**config.mk**
```make
export PLATFORM = sky130hd
export DESIGN_NAME = pwm_fifo_gen
export DESIGN_NICKNAME = d
export VERILOG_FILES = /design/src/rtl/pwm_fifo_pkg.sv /design/src/rtl/pwm_regctl.sv /design/src/rtl/pwm_core.sv /design/src/rtl/pwm_fifo_gen.sv
export SDC_FILE = /design/constraint.sdc
export NUM_CORES = 1
export LEC_CHECK = 0
export ABC_AREA = 1
export BUFFER_PORTS_ARGS = -buffer_cell sky130_fd_sc_hd__buf_2
export CORE_ASPECT_RATIO = 1.5
export CORE_UTILIZATION = 36
export DETAILED_ROUTE_END_ITERATION = 12
export PLACE_DENSITY = 0.59
export SYNTH_ARGS = -nofsm -noshare
export SYNTH_HDL_FRONTEND = slang
export SYNTH_SLANG_ARGS = --single-unit
```
**constraint.sdc**
```tcl
create_clock -name clk -period 5.4 [get_ports clk]
set_input_delay 0.54 -clock clk [delete_from_list [all_inputs] [get_ports clk]]
set_output_delay 0.54 -clock clk [all_outputs]
set_load 0.005 [all_outputs]
```
**src/rtl/pwm_fifo_pkg.sv**
```systemverilog
package pwm_fifo_pkg;
  localparam int CNT_W  = 16;
  localparam int PRE_W  = 12;
  localparam int ADDR_W = 3;
  localparam int DATA_W = 32;

  // word addresses
  localparam logic [ADDR_W-1:0] ADDR_CTRL = 3'd0;
  localparam logic [ADDR_W-1:0] ADDR_STAT = 3'd1;
  localparam logic [ADDR_W-1:0] ADDR_DUTY = 3'd3;
  localparam logic [ADDR_W-1:0] ADDR_PER  = 3'd4;

  // control bit positions
  localparam int BIT_RUN  = 0;
  localparam int BIT_SWR  = 3;
  localparam int PRE_LSB  = 4;
  localparam int BIT_INV  = 18;
  localparam int STAT_OVF = 4;

  // stored control bits: run, divider, clock select, invert, mode enables
  localparam logic [DATA_W-1:0] CTRL_MASK = 32'h03C7_FFF1;

  typedef struct packed {
    logic             run;
    logic             invert;
    logic [PRE_W-1:0] preDiv;
    logic [CNT_W-1:0] period;
    logic             headValid;
    logic [CNT_W-1:0] head;
    logic             flush;
  } pwm_cmd_t;
endpackage

```
**src/rtl/pwm_regctl.sv**
```systemverilog
module pwm_regctl
  import pwm_fifo_pkg::*;
#(
  parameter int DEPTH = 4
) (
  input  logic              clk,
  input  logic              rstN,
  input  logic              wrValid,
  input  logic [ADDR_W-1:0] wrAddr,
  input  logic [DATA_W-1:0] wrData,
  input  logic              rdValid,
  input  logic [ADDR_W-1:0] rdAddr,
  output logic [DATA_W-1:0] rdData,
  input  logic              pop,
  input  logic [CNT_W-1:0]  curDuty,
  output pwm_cmd_t          cmd
);
  localparam int PTR_W = (DEPTH > 1) ? $clog2(DEPTH) : 1;
  localparam int OCC_W = $clog2(DEPTH + 1);

  logic [DATA_W-1:0] ctrlQ;
  logic [CNT_W-1:0]  periodQ;
  logic [CNT_W-1:0]  mem [DEPTH];
  logic [PTR_W-1:0]  wrPtr, rdPtr;
  logic [OCC_W-1:0]  occ;
  logic              ovfQ;

  logic wrCtrl, swrHit, push, accept, popOk;
  assign wrCtrl = wrValid && (wrAddr == ADDR_CTRL);
  assign swrHit = wrCtrl && wrData[BIT_SWR];
  assign push   = wrValid && (wrAddr == ADDR_DUTY);
  assign accept = push && (occ < OCC_W'(DEPTH));
  assign popOk  = pop && (occ != '0);

  function automatic logic [PTR_W-1:0] nextPtr(input logic [PTR_W-1:0] p);
    return (p == PTR_W'(DEPTH - 1)) ? '0 : p + PTR_W'(1);
  endfunction

  always_ff @(posedge clk) begin
    if (accept) mem[wrPtr] <= wrData[CNT_W-1:0];
  end

  always_ff @(posedge clk) begin
    if (!rstN || swrHit) begin
      ctrlQ   <= '0;
      periodQ <= '0;
      wrPtr   <= '0;
      rdPtr   <= '0;
      occ     <= '0;
      ovfQ    <= 1'b0;
    end else begin
      if (wrCtrl) ctrlQ <= wrData & CTRL_MASK;
      if (wrValid && wrAddr == ADDR_PER) periodQ <= wrData[CNT_W-1:0];
      if (accept) wrPtr <= nextPtr(wrPtr);
      if (popOk)  rdPtr <= nextPtr(rdPtr);
      case ({accept, popOk})
        2'b10:   occ <= occ + OCC_W'(1);
        2'b01:   occ <= occ - OCC_W'(1);
        default: occ <= occ;
      endcase
      if (push && !accept) ovfQ <= 1'b1;
    end
  end

  logic [DATA_W-1:0] statWord;
  always_comb begin
    statWord = '0;
    statWord[OCC_W-1:0] = occ;
    statWord[STAT_OVF]  = ovfQ;
  end

  always_comb begin
    rdData = '0;
    if (rdValid) begin
      case (rdAddr)
        ADDR_CTRL: rdData = ctrlQ;
        ADDR_STAT: rdData = statWord;
        ADDR_DUTY: rdData = DATA_W'(curDuty);
        ADDR_PER:  rdData = DATA_W'(periodQ);
        default:   rdData = '0;
      endcase
    end
  end

  always_comb begin
    cmd.run       = ctrlQ[BIT_RUN];
    cmd.invert    = ctrlQ[BIT_INV];
    cmd.preDiv    = ctrlQ[PRE_LSB +: PRE_W];
    cmd.period    = periodQ;
    cmd.headValid = (occ != '0);
    cmd.head      = mem[rdPtr];
    cmd.flush     = swrHit;
  end

  // occupancy never exceeds the queue depth
  p_occupancy_r3: assert property (@(posedge clk) disable iff (!rstN)
    occ <= OCC_W'(DEPTH));
  // a write to a full queue is dropped and raises the flag
  p_no_overflow_r4: assert property (@(posedge clk) disable iff (!rstN)
    (push && occ == OCC_W'(DEPTH) && !pop) |=> (occ == OCC_W'(DEPTH) && ovfQ));
  // the flag is sticky
  p_sticky_ovf_r4: assert property (@(posedge clk) disable iff (!rstN)
    (ovfQ && !swrHit) |=> ovfQ);
  // soft reset clears the queue and the control word
  p_swr_clears_r10: assert property (@(posedge clk) disable iff (!rstN)
    swrHit |=> (occ == '0 && ctrlQ == '0 && !ovfQ));
  // the soft-reset bit never reads back as one
  p_swr_reads_zero_r2: assert property (@(posedge clk) disable iff (!rstN)
    (rdValid && rdAddr == ADDR_CTRL) |-> !rdData[BIT_SWR]);
endmodule

```
**src/rtl/pwm_core.sv**
```systemverilog
module pwm_core
  import pwm_fifo_pkg::*;
(
  input  logic             clk,
  input  logic             rstN,
  input  pwm_cmd_t         cmd,
  output logic             pop,
  output logic [CNT_W-1:0] curDuty,
  output logic             pwmOut
);
  logic             running;
  logic [PRE_W-1:0] preCnt;
  logic [CNT_W:0]   cnt;
  logic [CNT_W-1:0] duty;

  logic           tick, wrap, load, active;
  logic [CNT_W:0] lastCnt;

  assign tick    = (preCnt >= cmd.preDiv);
  assign lastCnt = {1'b0, cmd.period} + (CNT_W + 1)'(1);
  assign wrap    = running && tick && (cnt >= lastCnt);
  assign load    = cmd.run && (!running || wrap);
  assign pop     = load && cmd.headValid && !cmd.flush;

  always_ff @(posedge clk) begin
    if (!rstN || cmd.flush) begin
      running <= 1'b0;
      preCnt  <= '0;
      cnt     <= '0;
      duty    <= '0;
    end else if (!cmd.run) begin
      running <= 1'b0;
      preCnt  <= '0;
      cnt     <= '0;
    end else if (!running) begin
      running <= 1'b1;
      preCnt  <= '0;
      cnt     <= '0;
      if (cmd.headValid) duty <= cmd.head;
    end else if (tick) begin
      preCnt <= '0;
      if (wrap) begin
        cnt <= '0;
        if (cmd.headValid) duty <= cmd.head;
      end else begin
        cnt <= cnt + (CNT_W + 1)'(1);
      end
    end else begin
      preCnt <= preCnt + PRE_W'(1);
    end
  end

  assign active  = running && (cnt < {1'b0, duty});
  assign pwmOut  = active ^ cmd.invert;
  assign curDuty = duty;

  // stopped generator keeps its counters at zero
  p_idle_counts_r9: assert property (@(posedge clk) disable iff (!rstN)
    !running |-> (cnt == '0 && preCnt == '0));
  // stopped generator sits at the inactive level
  p_idle_level_r9: assert property (@(posedge clk) disable iff (!rstN)
    !running |-> (pwmOut == cmd.invert));
  // zero duty never drives the active level
  p_zero_duty_r6: assert property (@(posedge clk) disable iff (!rstN)
    (running && duty == '0) |-> (pwmOut == cmd.invert));
  // a rollover restarts the counter
  p_wrap_restart_r5: assert property (@(posedge clk) disable iff (!rstN)
    (wrap && cmd.run && !cmd.flush) |=> (cnt == '0));
endmodule

```
**src/rtl/pwm_fifo_gen.sv**
```systemverilog
module pwm_fifo_gen
  import pwm_fifo_pkg::*;
#(
  parameter int DEPTH = 4
) (
  input  logic              clk,
  input  logic              rstN,
  input  logic              wrValid,
  output logic              wrReady,
  input  logic [ADDR_W-1:0] wrAddr,
  input  logic [DATA_W-1:0] wrData,
  input  logic              rdValid,
  output logic              rdReady,
  input  logic [ADDR_W-1:0] rdAddr,
  output logic [DATA_W-1:0] rdData,
  output logic              pwmOut
);
  pwm_cmd_t         cmd;
  logic             pop;
  logic [CNT_W-1:0] curDuty;

  assign wrReady = 1'b1;
  assign rdReady = 1'b1;

  pwm_regctl #(.DEPTH(DEPTH)) i_regctl (
    .clk(clk), .rstN(rstN),
    .wrValid(wrValid), .wrAddr(wrAddr), .wrData(wrData),
    .rdValid(rdValid), .rdAddr(rdAddr), .rdData(rdData),
    .pop(pop), .curDuty(curDuty), .cmd(cmd)
  );

  pwm_core i_core (
    .clk(clk), .rstN(rstN), .cmd(cmd),
    .pop(pop), .curDuty(curDuty), .pwmOut(pwmOut)
  );
endmodule

```
## Yosys cells after proc, flatten, opt, wreduce, memory -nomap -nowiden

Memories as Yosys holds them, arrays and structs flattened. A register that Yosys moved wholly into a read port is not among the register bits.
Index checks and enable logic that the tools add are counted.

- Input port bits: 42
- Bits in registers: 90
- RAM bits: 64
- Logic and storage cells: 77
- Memories kept: 1
- Output and inout bits: 35

Memories:

| name | depth | width | rd ports | clocked after memory_dff | write ports | line | source |
|---|---|---|---|---|---|---|---|
| i_regctl.mem | 4 | 16 | 1 | 1 | 1 | pwm_regctl.sv:23 | `logic [CNT_W-1:0] mem [DEPTH];` |

- $add $sub $neg: 7
- Equal/unequal tests: 11
- Reduce and logical (&&, ||, !) cells: 26
- Bitwise logic cells: 3
- Magnitude comparators: 4
- Mux-type cells: 15

Operators with widths:

| kind | number |
|---|---|
| $pmux W26 S4 | 1 |
| $mux W16 | 4 |
| $mux W32 | 1 |
| $add A16 B1 Y17 const B | 1 |
| $add A17 B1 Y17 const B | 1 |
| $ge A17 B17 Y1 | 1 |
| $lt A17 B16 Y1 | 1 |
| $mux W17 | 1 |
| $logic_and A1 B1 Y1 | 13 |
| $add A12 B1 Y12 const B | 1 |
| $ge A12 B12 Y1 | 1 |
| $mux W2 | 4 |
| $eq A2 B2 Y1 const B | 3 |
| $eq A3 B2 Y1 const B | 2 |
| $eq A3 B3 Y1 const B | 2 |
| $logic_not A3 Y1 | 2 |
| $pmux W3 S2 | 1 |
| $add A2 B1 Y2 const B | 2 |
| $logic_not A1 Y1 | 4 |
| $ne A2 B2 Y1 const B | 2 |
| $reduce_or A4 Y1 | 1 |
| $add A3 B1 Y3 const B | 1 |
| $eq A3 B1 Y1 const B | 1 |
| $lt A3 B3 Y1 const B | 1 |
| 10 further kinds | 14 |

## Longest topological paths before layout

- Depth after elaboration: 10
- Depth in mapped cells: 26
- Mapped depth without buffers: 26

## Cells and area by module

A second synthesis with hierarchy kept.

- Cells, all modules: 1075
- Area total of the unflattened synthesis: 8633.3 µm²

By module, submodules not included:

| module | cells an instance | area an instance (µm²) | instances | seq. area each (µm²) |
|---|---|---|---|---|
| pwm_regctl | 547 | 4952.2 | 1 | 2842.7 |
| pwm_core | 525 | 3662.3 | 1 | 920.9 |
| pwm_fifo_gen | 3 | 18.8 | 1 | 0.0 |

## Worst setup path after synthesis

No wires, ideal clock.

- Path type: flip-flop to flip-flop
- From: register i_regctl.periodQ[1]
- To: register i_regctl.occ[2]
- Path slack: 1762 ps
- Cell stages (with the launch flop): 27
- Required time: 5278 ps
- Setup time: 122 ps
- Period minus slack after synthesis: 3638 ps
- Data arrival time: 3516 ps
- Buffers on the path: 0
- Cells stage by stage: dfxtp_1 > ha_1 > nand3_2 > nor3_2 > nand3_1 > nor3_2 > nand2_1 > nor3_2 > nand3_1 > ha_1 > nand2_1 > inv_1 > nand3_1 > nor2_1 > nor2_1 > nand3_2 > nand2_4 > nand2_8 > nand3_1 > inv_1 > ha_1 > inv_1 > fa_1 > a21oi_1 > o21ai_0 > o21ai_0 > a21oi_1

- Cells in the longest elaborated chain, start to end: 10
- Elaborated cells between the ends (all ways): 12
- Classes of those cells: 1 x add/sub; 1 x order compare; 2 x eq/ne; 1 x mux; 7 x reduce/logical

RTL lines:

| item | line | source |
|---|---|---|
| from (decl) | pwm_regctl.sv:22 | `logic [CNT_W-1:0] periodQ;` |
| from (signal assigned) | pwm_regctl.sv:53 | `if (wrValid && wrAddr == ADDR_PER) periodQ <= wrData[CNT_W-1:0];` |
| $add A16 B1 Y17 (*) | pwm_core.sv:20 | `assign lastCnt = {1'b0, cmd.period} + (CNT_W + 1)'(1);` |
| $ge A17 B17 Y1 (*) | pwm_core.sv:21 | `assign wrap = running && tick && (cnt >= lastCnt);` |
| $logic_and A1 B1 Y1 (*) | pwm_core.sv:21 |  |
| $logic_or A1 B1 Y1 (*) | pwm_core.sv:22 | `assign load = cmd.run && (!running \|\| wrap);` |
| $logic_and A1 B1 Y1 (*) | pwm_core.sv:22 |  |
| $logic_and A1 B1 Y1 (*) (2 in a row) | pwm_core.sv:23 | `assign pop = load && cmd.headValid && !cmd.flush;` |
| $logic_and A1 B1 Y1 (*) | pwm_regctl.sv:33 | `assign popOk = pop && (occ != '0);` |
| net i_regctl.popOk | pwm_regctl.sv:28 | `logic wrCtrl, swrHit, push, accept, popOk;` |
| $eq A2 B1 Y1 / $eq A2 B2 Y1 (equally long branches) | pwm_regctl.sv:56 | `case ({accept, popOk})` |
| $pmux W3 S2 / $reduce_bool A2 Y1 (equally long branches) | - |  |
| to (signal assigned) | pwm_regctl.sv:57 | `2'b10: occ <= occ + OCC_W'(1);` |
| to (signal assigned) | pwm_regctl.sv:58 | `2'b01: occ <= occ - OCC_W'(1);` |
| to (decl) | pwm_regctl.sv:25 | `logic [OCC_W-1:0] occ;` |

The timed path passes the listed nets; every way through them passes the cells marked *.
A chain may end at the register's enable or synchronous reset.

## Worst setup path after layout

Same ends and word-level chain as after synthesis.

==> qor.yml <==
die:
  io_pins: 77
  fp.dieW_um: 126
  dieHeight_um: 187
  die-area_sq_um: 23500
  core_sq_um: 22400
  start_util: 0.368
  num_rows: 67
yosys:
  yosysWarnings: 0
  ys_types: 46
  avgSynthCellArea_sq_um: 8.44
  netlist_instances: 977
  seq_area_frac_synth: 0.457
  synth_seq_cells: 156
  netlist_area_sq_um: 8240
cts:
  numCtsBuffers: 17
  cts_hold_buf: 0
  cts_tree: "done"
  clk_latency_ps: 420
  postCtsSetupRepairBufs: 0
  clk_pin_slew_ps: 60
  clk_path_buf_depth: 2
  ctsResizeCount: 0
  clock_sinks: 156
  h-tree-depth: 4
  cts-root-buf: "clkbuf_16"
route:
  dr_total_vias: 6445
  ant_nets: 0
  routedWlPerCell_um: 14.9
  drc: 6
  drtPass1Iterations: 9
  viasPerCell: 4.91
  drt_iter0_drc: 254
  totalWireLength_um: 19600
worst_hold_path:
  hold_depth: 3
  hp-class: "input pin to flip-flop"
  hold_path_end: "i_regctl.ctrlQ[25]"
  hp-start: "wrData[25]"
worst_setup_path:
  r2r_slack_ps: 1190
  r2r_start: "i_regctl.periodQ[1]"
  crit_path_end_kind: "flip-flop"
  crit_type: "flip-flop to flip-flop"
  cp_data_required_time_ps: 5710
  cp_max_fo: 19
  startpoint: "i_regctl.periodQ[1]"
  worst_r2r_endpoint: "i_regctl.occ[2]"
  worstPathArrival_ps: 4520
  cp-start-kind: "flip-flop"
  rr_worst_depth: 26
timing:
  maxSlewViolCount: 0
  hold_slack_ps: 368
  rsz0062_at_grt: "false"
  clock.fmax_mhz: 237
  setup_viol: 0
  tightest_slew_ps: 1020
  fin_crit_ps: 4210
  maxSlewHeadroom: 0.319
  setup_tns_ps: 0
  final-hold-violation-count: 0
  period_share: 0.780
  finalClockSkew_ps: 7.54
pwr:
  pwr-share-comb: 0.049
  p_leak_nw: 3.55
  ir_worst_vdd_uv: 209
  swShare: 0.227
  p_switching_uw: 558
  pwr-share-clk: 0.445
  seqPwrFrac: 0.507
  intPower_mw: 1.90
  p_per_area_nw_per_um2: 265
global_routing:
  grt_overflow: 0
  antenna_found_initial: 0
  grt_pass1_vias: 6474
  grt_max_degree: 46
  grt.total_usage: 0.173
  grt_pass1_wl_um: 31600
placed_design:
  place.gp.congestion: 0.855
  dp_hpwl_um: 15000
  numPortBuffers: 56
finish:
  final_nets: 1120
  drive_gt1_frac: 0.147
  diodes: 0
  area_growth_pct: 12.3
outcome:
  violations: "DRC"
  status: "finished with violations"
job:
  maxCapViolations: 0
-- placed cells by master (no fill, tap or decap), types with 8 or more instances in the layout --
master	n
clkbuf_16	18
a21oi_1	80
inv_1	117
buf_2	56
o21ai_0	61
nor2_1	108
nor2_2	9
a21oi_2	11
nand3_2	13
dfxtp_1	92
nand2_2	13
conb_1	11
nor3_1	8
nand4_1	15
xor2_1	19
edfxtp_1	64
nand2_1	163
nand3_1	29
o22ai_1	24
ha_1	53
-- flip-flops by register name (all words and copies together), names as in the netlist, 3 cells and up, named ones only --
| name | flops |
|---|---|
| i_regctl.occ | 3 |
| i_regctl.ctrlQ | 20 |
| i_regctl.mem | 64 |
| i_regctl.periodQ | 16 |
| i_core.curDuty | 16 |
| i_core.preCnt | 12 |
| i_core.cnt | 17 |
-- metal layers --
layer,up-vias,track usage,part of all wire
met2,93,0.331,0.53
met1,2982,0.176,0.40
met3,42,0.0295,0.025
li1,3328,-,-
met5,-,0,0
met4,0,0.0957,0.044
-- synth_stat cells, drive strengths merged --
library cell    n  area (sq um)
a211oi          1          7.51
a21o            2          15.0
a21oi          92           513
a221oi          4          35.0
a31oi           1          12.5
and2            1          6.26
buf            16           120
clkbuf         24          90.1
clkinv          2          7.51
conb            2          7.51
dfxtp          92          1840
edfxtp         64          1920
fa              1          20.0
ha             53           663
inv           120           450
nand2         181           758
nand3          42           275
nand3b          3          22.5
nand4          16           115
nor2          118           463
nor3           12          80.1
nor4            2          12.5
o21a            2          15.0
o21ai          64           320
o21bai          2          15.0
o221ai          4          35.0
o22ai          24           150
o31a            1          8.76
o31ai           1          7.51
or2             4          25.0
xnor2           7          61.3
xor2           19           166
-- worst max-delay path by stage --
stage                            endpoint  slack, ps
after detailed placement  i_regctl.occ[2]       1170
final                     i_regctl.occ[2]       1190
after CTS                 i_regctl.occ[2]       1170
after global routing      i_regctl.occ[2]        770
after global placement    i_regctl.occ[2]       1250
after floorplan           i_regctl.occ[2]       1760
-- layout make-up --
type,instances,area (sq um)
fillers,2225,13100
multi-input cells,668,3850
flip-flops and latches,156,3760
clock buffers,24,487
inverters,122,458
well taps,276,345
repair buffers,59,303
clock inverters,7,42.5
-- power groups by stage --
stage	clock (mW)	combinational [mW]	sequential, mW
5_1_grt	1.16	0.134	1.24
6_report	1.09	0.119	1.24
3_3_place_gp	0	0.119	1.27
3_5_place_dp	0	0.120	1.27
4_1_cts	1.11	0.120	1.24
2_1_floorplan	0	0.0817	1.27
-- critical path, cell delays in order (launching register included) --
cell,delay [ps]
dfxtp_1,380
ha_1,220
nand3_2,120
nor3_2,180
nand3_1,160
nor3_2,190
nand2_1,120
nor3_2,170
nand3_1,130
ha_1,340
nand2_1,60
nor2_1,120
nand3_1,90
nor2_1,100
nor2_1,60
nand3_2,150
nand2_4,80
nand2_8,170
nand3_1,140
inv_1,80
ha_1,140
inv_1,60
fa_1,370
a21oi_1,150
o21ai_0,110
o21ai_0,150
a21oi_1,60
-- per-stage QoR --
stage / total power [mW] / instances / instance area (sq um) / util / setup WS, ps
after global placement: 1.39 / 1281 / 8720 / 0.390 / 1250
after floorplan: 1.35 / 986 / 8280 / - / 1760
after global routing: 2.54 / 1312 / 9250 / 0.413 / 767
after CTS: 2.48 / 1312 / 9250 / 0.413 / 1170
final: 2.45 / 1312 / 9250 / 0.413 / 1190
after detailed placement: 1.39 / 1281 / 8720 / 0.390 / 1170
-- kinds of logic (layout without fill, tap and decap cells) --
| logic type | Yosys count | after routing | synth area share |
|---|---|---|---|
| fa+ha+maj | 54 | 54 | 0.0829 |
| simple gates | 379 | 379 | 0.213 |
| flops | 156 | 156 | 0.457 |
| other cells | 2 | 11 | 0.000911 |
| buf+inv | 162 | 212 | 0.0811 |
| xor+xnor | 26 | 26 | 0.0276 |
| compound gates | 198 | 198 | 0.138 |
Note: power is estimated with default switching activity, not from simulation.
